$ cat config.mk
export PLATFORM = sky130hd
export DESIGN_NAME = conv_poll_monitor
export DESIGN_NICKNAME = d
export VERILOG_FILES = /design/src/rtl/pollmon_pkg.sv /design/src/rtl/pm_sync_filter.sv /design/src/rtl/pm_gap_timer.sv /design/src/rtl/pm_tmo_counter.sv /design/src/rtl/conv_poll_monitor.sv
export SDC_FILE = /design/constraint.sdc
export NUM_CORES = 1
export LEC_CHECK = 0
export BUFFER_PORTS_ARGS = -buffer_cell sky130_fd_sc_hd__clkbuf_2
export CAP_MARGIN = 15
export CORE_MARGIN = 4
export CORE_UTILIZATION = 60
export DETAILED_ROUTE_END_ITERATION = 7
export MAX_ROUTING_LAYER = met4
export PLACE_DENSITY = 0.88
export SYNTH_ARGS = -nofsm -noshare
export SYNTH_HDL_FRONTEND = slang
export SYNTH_SLANG_ARGS = --single-unit
$ cat constraint.sdc
create_clock -name clk -period 4.2 [get_ports clk]
set_input_delay 0.84 -clock clk [delete_from_list [all_inputs] [get_ports clk]]
set_output_delay 0.84 -clock clk [all_outputs]
set_load 0.05 [all_outputs]
$ cat src/rtl/pollmon_pkg.sv
package pollmon_pkg;

  typedef enum logic [2:0] {
    PM_IDLE   = 3'd0,
    PM_TWAIT  = 3'd1,
    PM_TDONE  = 3'd2,
    PM_TEXP   = 3'd3,
    PM_LSENSE = 3'd4
  } pm_state_e;

  typedef enum logic {
    PM_MODE_TOGGLE = 1'b0,
    PM_MODE_LEVEL  = 1'b1
  } pm_mode_e;

endpackage

$ cat src/rtl/pm_sync_filter.sv
module pm_sync_filter #(
  parameter int DEB_LEN = 16
) (
  input  logic clk,
  input  logic rst_n,
  input  logic raw_i,
  output logic lvl_o
);

  localparam int DEB_W = (DEB_LEN > 1) ? $clog2(DEB_LEN + 1) : 1;

  logic sync1_q, sync2_q;

  // Two-flop synchroniser; the line idles high.
  always_ff @(posedge clk or negedge rst_n) begin
    if (!rst_n) begin
      sync1_q <= 1'b1;
      sync2_q <= 1'b1;
    end else begin
      sync1_q <= raw_i;
      sync2_q <= sync1_q;
    end
  end

  generate
    if (DEB_LEN <= 1) begin : g_nofilt
      assign lvl_o = sync2_q;
    end else begin : g_filt
      localparam logic [DEB_W-1:0] LAST = DEB_W'(DEB_LEN - 1);
      logic             filt_q, filt_d;
      logic [DEB_W-1:0] run_q, run_d;
      logic             run_en;

      always_comb begin
        filt_d = filt_q;
        run_d  = run_q;
        run_en = 1'b1;
        if (sync2_q == filt_q) begin
          run_d  = '0;
          run_en = (run_q != '0);
        end else if (run_q == LAST) begin
          filt_d = sync2_q;
          run_d  = '0;
        end else begin
          run_d  = run_q + 1'b1;
        end
      end

      always_ff @(posedge clk or negedge rst_n) begin
        if (!rst_n) begin
          filt_q <= 1'b1;
          run_q  <= '0;
        end else if (run_en) begin
          filt_q <= filt_d;
          run_q  <= run_d;
        end
      end

      assign lvl_o = filt_q;

      // a filtered change always takes the synchroniser's earlier value
      a_r2_filter_follows: assert property (@(posedge clk) disable iff (!rst_n)
        (filt_q != $past(filt_q)) |-> ($past(sync2_q) == filt_q));
    end
  endgenerate

endmodule

$ cat src/rtl/pm_gap_timer.sv
module pm_gap_timer #(
  parameter int GAP_LO = 75000,
  parameter int GAP_HI = 125000
) (
  input  logic clk,
  input  logic rst_n,
  input  logic restart_i,
  input  logic lvl_i,
  output logic pair_ok_o
);

  localparam int GAP_W = $clog2(GAP_HI + 2);
  localparam logic [GAP_W-1:0] LO_V  = GAP_W'(GAP_LO);
  localparam logic [GAP_W-1:0] HI_V  = GAP_W'(GAP_HI);
  localparam logic [GAP_W-1:0] ONE_V = GAP_W'(1);

  logic             prev_q;
  logic             armed_q, armed_d;
  logic [GAP_W-1:0] gap_q, gap_d;
  logic             edge_w;

  assign edge_w    = (lvl_i != prev_q);
  assign pair_ok_o = edge_w && armed_q && (gap_q >= LO_V) && (gap_q <= HI_V);

  always_comb begin
    armed_d = armed_q;
    gap_d   = gap_q;
    if (restart_i) begin
      armed_d = 1'b0;
      gap_d   = '0;
    end else if (edge_w) begin
      armed_d = 1'b1;
      gap_d   = ONE_V;
    end else if (armed_q && (gap_q <= HI_V)) begin
      gap_d   = gap_q + 1'b1;
    end
  end

  always_ff @(posedge clk or negedge rst_n) begin
    if (!rst_n) begin
      prev_q  <= 1'b1;
      armed_q <= 1'b0;
      gap_q   <= '0;
    end else begin
      prev_q  <= lvl_i;
      armed_q <= armed_d;
      gap_q   <= gap_d;
    end
  end

  // a qualifying pair needs an armed reference edge seen before
  a_r4_pair_needs_ref: assert property (@(posedge clk) disable iff (!rst_n)
    pair_ok_o |-> $past(armed_q || edge_w));

  // the spacing counter saturates just past the window
  a_r4_gap_bounded: assert property (@(posedge clk) disable iff (!rst_n)
    gap_q <= HI_V + 1'b1);

endmodule

$ cat src/rtl/pm_tmo_counter.sv
module pm_tmo_counter #(
  parameter int TMO_CYC = 4000000
) (
  input  logic clk,
  input  logic rst_n,
  input  logic clear_i,
  input  logic run_i,
  output logic expire_o
);

  localparam int TMO_W = $clog2(TMO_CYC + 1);
  localparam logic [TMO_W-1:0] LAST = TMO_W'(TMO_CYC - 1);

  logic [TMO_W-1:0] cnt_q, cnt_d;
  logic             cnt_en;

  assign expire_o = run_i && (cnt_q == LAST);

  always_comb begin
    cnt_d  = cnt_q;
    cnt_en = 1'b0;
    if (clear_i) begin
      cnt_d  = '0;
      cnt_en = 1'b1;
    end else if (run_i && (cnt_q != LAST)) begin
      cnt_d  = cnt_q + 1'b1;
      cnt_en = 1'b1;
    end
  end

  always_ff @(posedge clk or negedge rst_n) begin
    if (!rst_n) cnt_q <= '0;
    else if (cnt_en) cnt_q <= cnt_d;
  end

  // the wait counter never passes the limit
  a_r5_cnt_in_range: assert property (@(posedge clk) disable iff (!rst_n)
    cnt_q <= LAST);

endmodule

$ cat src/rtl/conv_poll_monitor.sv
module conv_poll_monitor
  import pollmon_pkg::*;
#(
  parameter int DEB_LEN = 16,
  parameter int GAP_NOM = 100000,
  parameter int TMO_CYC = 4000000
) (
  input  logic clk,
  input  logic rst_n,
  input  logic cs_n,
  input  logic sdo_i,
  input  logic mode_i,
  input  logic start_i,
  output logic done_o,
  output logic irq_o,
  output logic timeout_o
);

  localparam int GAP_LO = GAP_NOM - GAP_NOM / 4;
  localparam int GAP_HI = GAP_NOM + GAP_NOM / 4;

  pm_state_e state_q, state_d;
  logic      irq_q, irq_d;
  logic      lvl_w, pair_ok_w, expire_w, accept_w;

  pm_sync_filter #(.DEB_LEN(DEB_LEN)) u_filt (
    .clk   (clk),
    .rst_n (rst_n),
    .raw_i (sdo_i),
    .lvl_o (lvl_w)
  );

  pm_gap_timer #(.GAP_LO(GAP_LO), .GAP_HI(GAP_HI)) u_gap (
    .clk       (clk),
    .rst_n     (rst_n),
    .restart_i (accept_w),
    .lvl_i     (lvl_w),
    .pair_ok_o (pair_ok_w)
  );

  pm_tmo_counter #(.TMO_CYC(TMO_CYC)) u_tmo (
    .clk      (clk),
    .rst_n    (rst_n),
    .clear_i  (accept_w),
    .run_i    (state_q == PM_TWAIT),
    .expire_o (expire_w)
  );

  assign accept_w = (state_q == PM_IDLE) && !cs_n && start_i;

  always_comb begin
    state_d = state_q;
    irq_d   = irq_q;
    if (cs_n) begin
      state_d = PM_IDLE;
      irq_d   = 1'b0;
    end else begin
      unique case (state_q)
        PM_IDLE: begin
          irq_d = 1'b0;
          if (start_i)
            state_d = (pm_mode_e'(mode_i) == PM_MODE_LEVEL) ? PM_LSENSE : PM_TWAIT;
        end
        PM_TWAIT: begin
          if (pair_ok_w)     state_d = PM_TDONE;
          else if (expire_w) state_d = PM_TEXP;
        end
        PM_LSENSE: irq_d = !lvl_w;
        PM_TDONE, PM_TEXP: state_d = state_q;
        default: state_d = PM_IDLE;
      endcase
    end
  end

  always_ff @(posedge clk or negedge rst_n) begin
    if (!rst_n) begin
      state_q <= PM_IDLE;
      irq_q   <= 1'b0;
    end else begin
      state_q <= state_d;
      irq_q   <= irq_d;
    end
  end

  assign done_o    = (state_q == PM_TDONE);
  assign timeout_o = (state_q == PM_TEXP);
  assign irq_o     = irq_q;

  // completion and timeout exclude each other
  a_r9_exclusive: assert property (@(posedge clk) disable iff (!rst_n)
    !(done_o && timeout_o));

  // done holds while chip select stays low
  a_r9_done_sticky: assert property (@(posedge clk) disable iff (!rst_n)
    (done_o && !cs_n) |=> done_o);

  // timeout holds while chip select stays low
  a_r9_tmo_sticky: assert property (@(posedge clk) disable iff (!rst_n)
    (timeout_o && !cs_n) |=> timeout_o);

  // raising chip select clears every flag on the next clock
  a_r7_cs_clears: assert property (@(posedge clk) disable iff (!rst_n)
    cs_n |=> (!done_o && !irq_o && !timeout_o));

  // interrupt output is only ever set by a level poll
  a_r6_irq_level_only: assert property (@(posedge clk) disable iff (!rst_n)
    irq_o |-> (state_q == PM_LSENSE));

  // completion can only follow a toggle wait
  a_r3_done_from_wait: assert property (@(posedge clk) disable iff (!rst_n)
    $rose(done_o) |-> ($past(state_q) == PM_TWAIT));

endmodule

==> impl_metrics.env <==
export IMPL_htreeDepth=2
export IMPL_max_stage_delay_ns=0.53
export IMPL_dr_total_vias=2108
export IMPL_rsz0062_at_grt="no"
export IMPL_path_cells="clkbuf_2 -> nor4_1 -> and2_1 -> buf_4 -> nand2b_1 -> nor2_1"
export IMPL_min_path_cells=0
export IMPL_hold_buffers=0
export IMPL_hp_class="flip-flop to flip-flop"
export IMPL_clock_latency_ns=0.31
export IMPL_end_kind="flip-flop"
export IMPL_clkSinkCount=53
export IMPL_ys_async_sr_fraction_pct=100
export IMPL_clk_pin_slew_ns=0.09
export IMPL_die_y_um=76.2
export IMPL_startpoint_type="input pin"
export IMPL_met1_usage_pct=24.1
export IMPL_yosysSeqAreaShare_pct=47.7
export IMPL_synth_cells=298
export IMPL_cts_buffers_inserted=5
export IMPL_p_total_w=0.00118
export IMPL_holdWs_ns=0.359
export IMPL_synth_compound_area_share_pct=8.65
export IMPL_slew_limit_headroom_pct=57.4
export IMPL_max_freq_mhz=448
export IMPL_fin_worst_skew_ns=0.0127
export IMPL_placed_area_um2=2850
export IMPL_wire_per_inst_um=13.7
export IMPL_synth_warnings=0
export IMPL_critPathSlowestCell="nand2b_1"
export IMPL_syn_to_final_growth_pct=6.32
export IMPL_synthSimpleGateAreaFrac_pct=26.1
export IMPL_post_cts_buffers=0
export IMPL_first_pass_iters=5
export IMPL_cts_tree="yes"
export IMPL_synthAdderAreaFrac_pct=2.24
export IMPL_routed_wl_mm=4.89
export IMPL_via_per_inst=5.89
export IMPL_io_pins=9
export IMPL_yosys_top_cells_area="dfrtp_1 (44%), xnor2_1 (6.6%), nor2_1 (5.5%)"
export IMPL_finalSetupTns_ns=0
export IMPL_crit_family="simple AND/OR/NAND/NOR gates"
export IMPL_required_ns=4.37
export IMPL_grt_pass1_wl_mm=8.57
export IMPL_r2r_cells=5
export IMPL_synth_top_family_by_area="simple AND/OR/NAND/NOR gates"
export IMPL_setup_viol=0
export IMPL_peakVddDrop_mv=0.355
export IMPL_path_class="input pin to flip-flop"
export IMPL_hold_violations=0
export IMPL_synth_fp_nets=309
export IMPL_clk_path_buf_depth=2
export IMPL_grt_max_degree=54
export IMPL_dp_hpwl_mm=3.38
export IMPL_synth_edf_count=0
export IMPL_io_buffers=8
export IMPL_fp_row_count=24
export IMPL_ys_flop_type="dfrtp_1"
export IMPL_final_area_um2=2970
export IMPL_ys_types=44
export IMPL_core_area_um2=4410
export IMPL_met2_usage_pct=28.1
export IMPL_drv_cap=0
export IMPL_drt_iter0_drc=97
export IMPL_use_met3_pct=3.43
export IMPL_yosys_area_top_type="dfrtp_1"
export IMPL_drc_errors=0
export IMPL_grt_ovfl_total=0
export IMPL_worstMarginPinSlew_ns=0.639
export IMPL_chipWidth_um=76.2
export IMPL_netlist_area_um2=2790
export IMPL_drv_slew=0
export IMPL_synth_top_cells_by_count="dfrtp_1 (49), nor2_1 (41), xnor2_1 (21)"
export IMPL_fin_crit_sh_pct=53.1
export IMPL_top_usage_layer="met2"
export IMPL_drtAntennaViolNets=0
export IMPL_synth_mux_area_share_pct=1.48
export IMPL_synth_most_common_cell="dfrtp_1"
export IMPL_synthXorXnorAreaFrac_pct=9.42
export IMPL_cts_resized=0
export IMPL_antenna_found_initial=0
export IMPL_cp_num_buf_inv=2
export IMPL_die_area_um2=5810
export IMPL_cp_arrival_ns=2.40
export IMPL_antenna_cells=0
export IMPL_cp_num_cells=6
export IMPL_grtUsageTotal_pct=18.1
export IMPL_gp_congestion=0.881
export IMPL_synth_top_area_share_pct=43.9
export IMPL_layout_drive_gt1_share_pct=9.48
export IMPL_ys_ff_latch=53
export IMPL_cp_max_fo=25
export IMPL_powerDensity_nw_per_um2=396
export IMPL_leakage_nw=1.24
export IMPL_first_global_vias=1951
export IMPL_synth_area_per_cell_um2=9.36
export IMPL_final_nets=316
export IMPL_initial_core_util_pct=63.2
export IMPL_cts_root_buf="clkbuf_8"
export IMPL_status="completed"
export IMPL_period_minus_slack_ns=2.23
per-stage QoR:
| step | instances | utilization [%] | worst slack, ns |
|---|---|---|---|
| 2_1_floorplan | 298 | - | 2.03 |
| 3_3_place_gp | 350 | 64.6 | 1.75 |
| 3_5_place_dp | 350 | 64.6 | 1.62 |
| 4_1_cts | 358 | 67.2 | 1.94 |
| 5_1_grt | 358 | 67.2 | 1.78 |
| 6_report | 358 | 67.2 | 1.97 |
cells in the final DEF (no fill, tap or decap), types with 5 or more instances in the layout:
master	instances
clkbuf_8	6
nor3_1	15
ha_1	5
nand4_1	9
a21oi_1	13
xnor2_1	21
dfrtp_1	49
nand2_1	15
xor2_1	9
or3_1	15
clkbuf_2	8
inv_1	17
nor4_1	5
nor2_1	41
o21ai_0	16
nand3_1	14
kinds of logic (layout without fill, tap and decap cells):
family / Yosys count / count (layout)
multiplexers: 4 / 4
adder cells (fa/ha/maj): 5 / 5
AND/OR/NAND/NOR: 139 / 139
XOR/XNOR: 30 / 30
AO/OA/AOI/OAI: 40 / 40
buffers and inverters: 27 / 35
flip-flops: 53 / 53
layer usage:
layer  up-vias  wire, µm
met5         -         0
met4         0        53
met3         5       167
met2        39      2300
met1      1019      2370
li1       1045         -
final timing paths:
path,startpoint,endpoint,slack [ns]
setup / recovery,cs_n,u_gap.gap_q[2],1.97
max in group asynchronous,rst_n,u_tmo.cnt_q[18],3.13
hold / removal,u_filt.sync1_q,u_filt.sync2_q,0.36
hold reg to reg,u_filt.sync1_q,u_filt.sync2_q,0.36
setup reg to reg,u_tmo.cnt_q[10],state_q[0],2.05
min in group asynchronous,rst_n,u_gap.gap_q[11],0.63
layout make-up:
type | count | area [µm²]
Timing Repair Buffer | 10 | 55.1
Inverter | 17 | 63.8
Clock inverter | 1 | 30.0
Tap cell | 52 | 65.1
Fill cell | 329 | 1450
Sequential cell | 53 | 1330
Multi-Input combinational cell | 218 | 1340
Clock buffer | 7 | 86.3
state kept, by name, summed over array words and instances, names as in the netlist:
register and cells:
state_q 3, irq_o 1, u_filt.g_filt.run_q 5, u_filt.sync1_q 1
u_gap.gap_q 17, u_gap.armed_q 1, u_gap.prev_q 1, u_filt.lvl_o 1
u_tmo.cnt_q 22, u_filt.sync2_q 1
report_power, final:
| group | total (W) | switching, W | internal [W] | leakage (nW) |
|---|---|---|---|---|
| combinational | 0.000233 | 0.000150 | 0.0000832 | 0.466 |
| sequential | 0.000590 | 0.0000425 | 0.000547 | 0.720 |
| clock | 0.000353 | 0.000158 | 0.000194 | 0.0585 |
| total | 0.00118 | 0.000351 | 0.000825 | 1.24 |
(Power assumes the default switching activity.)
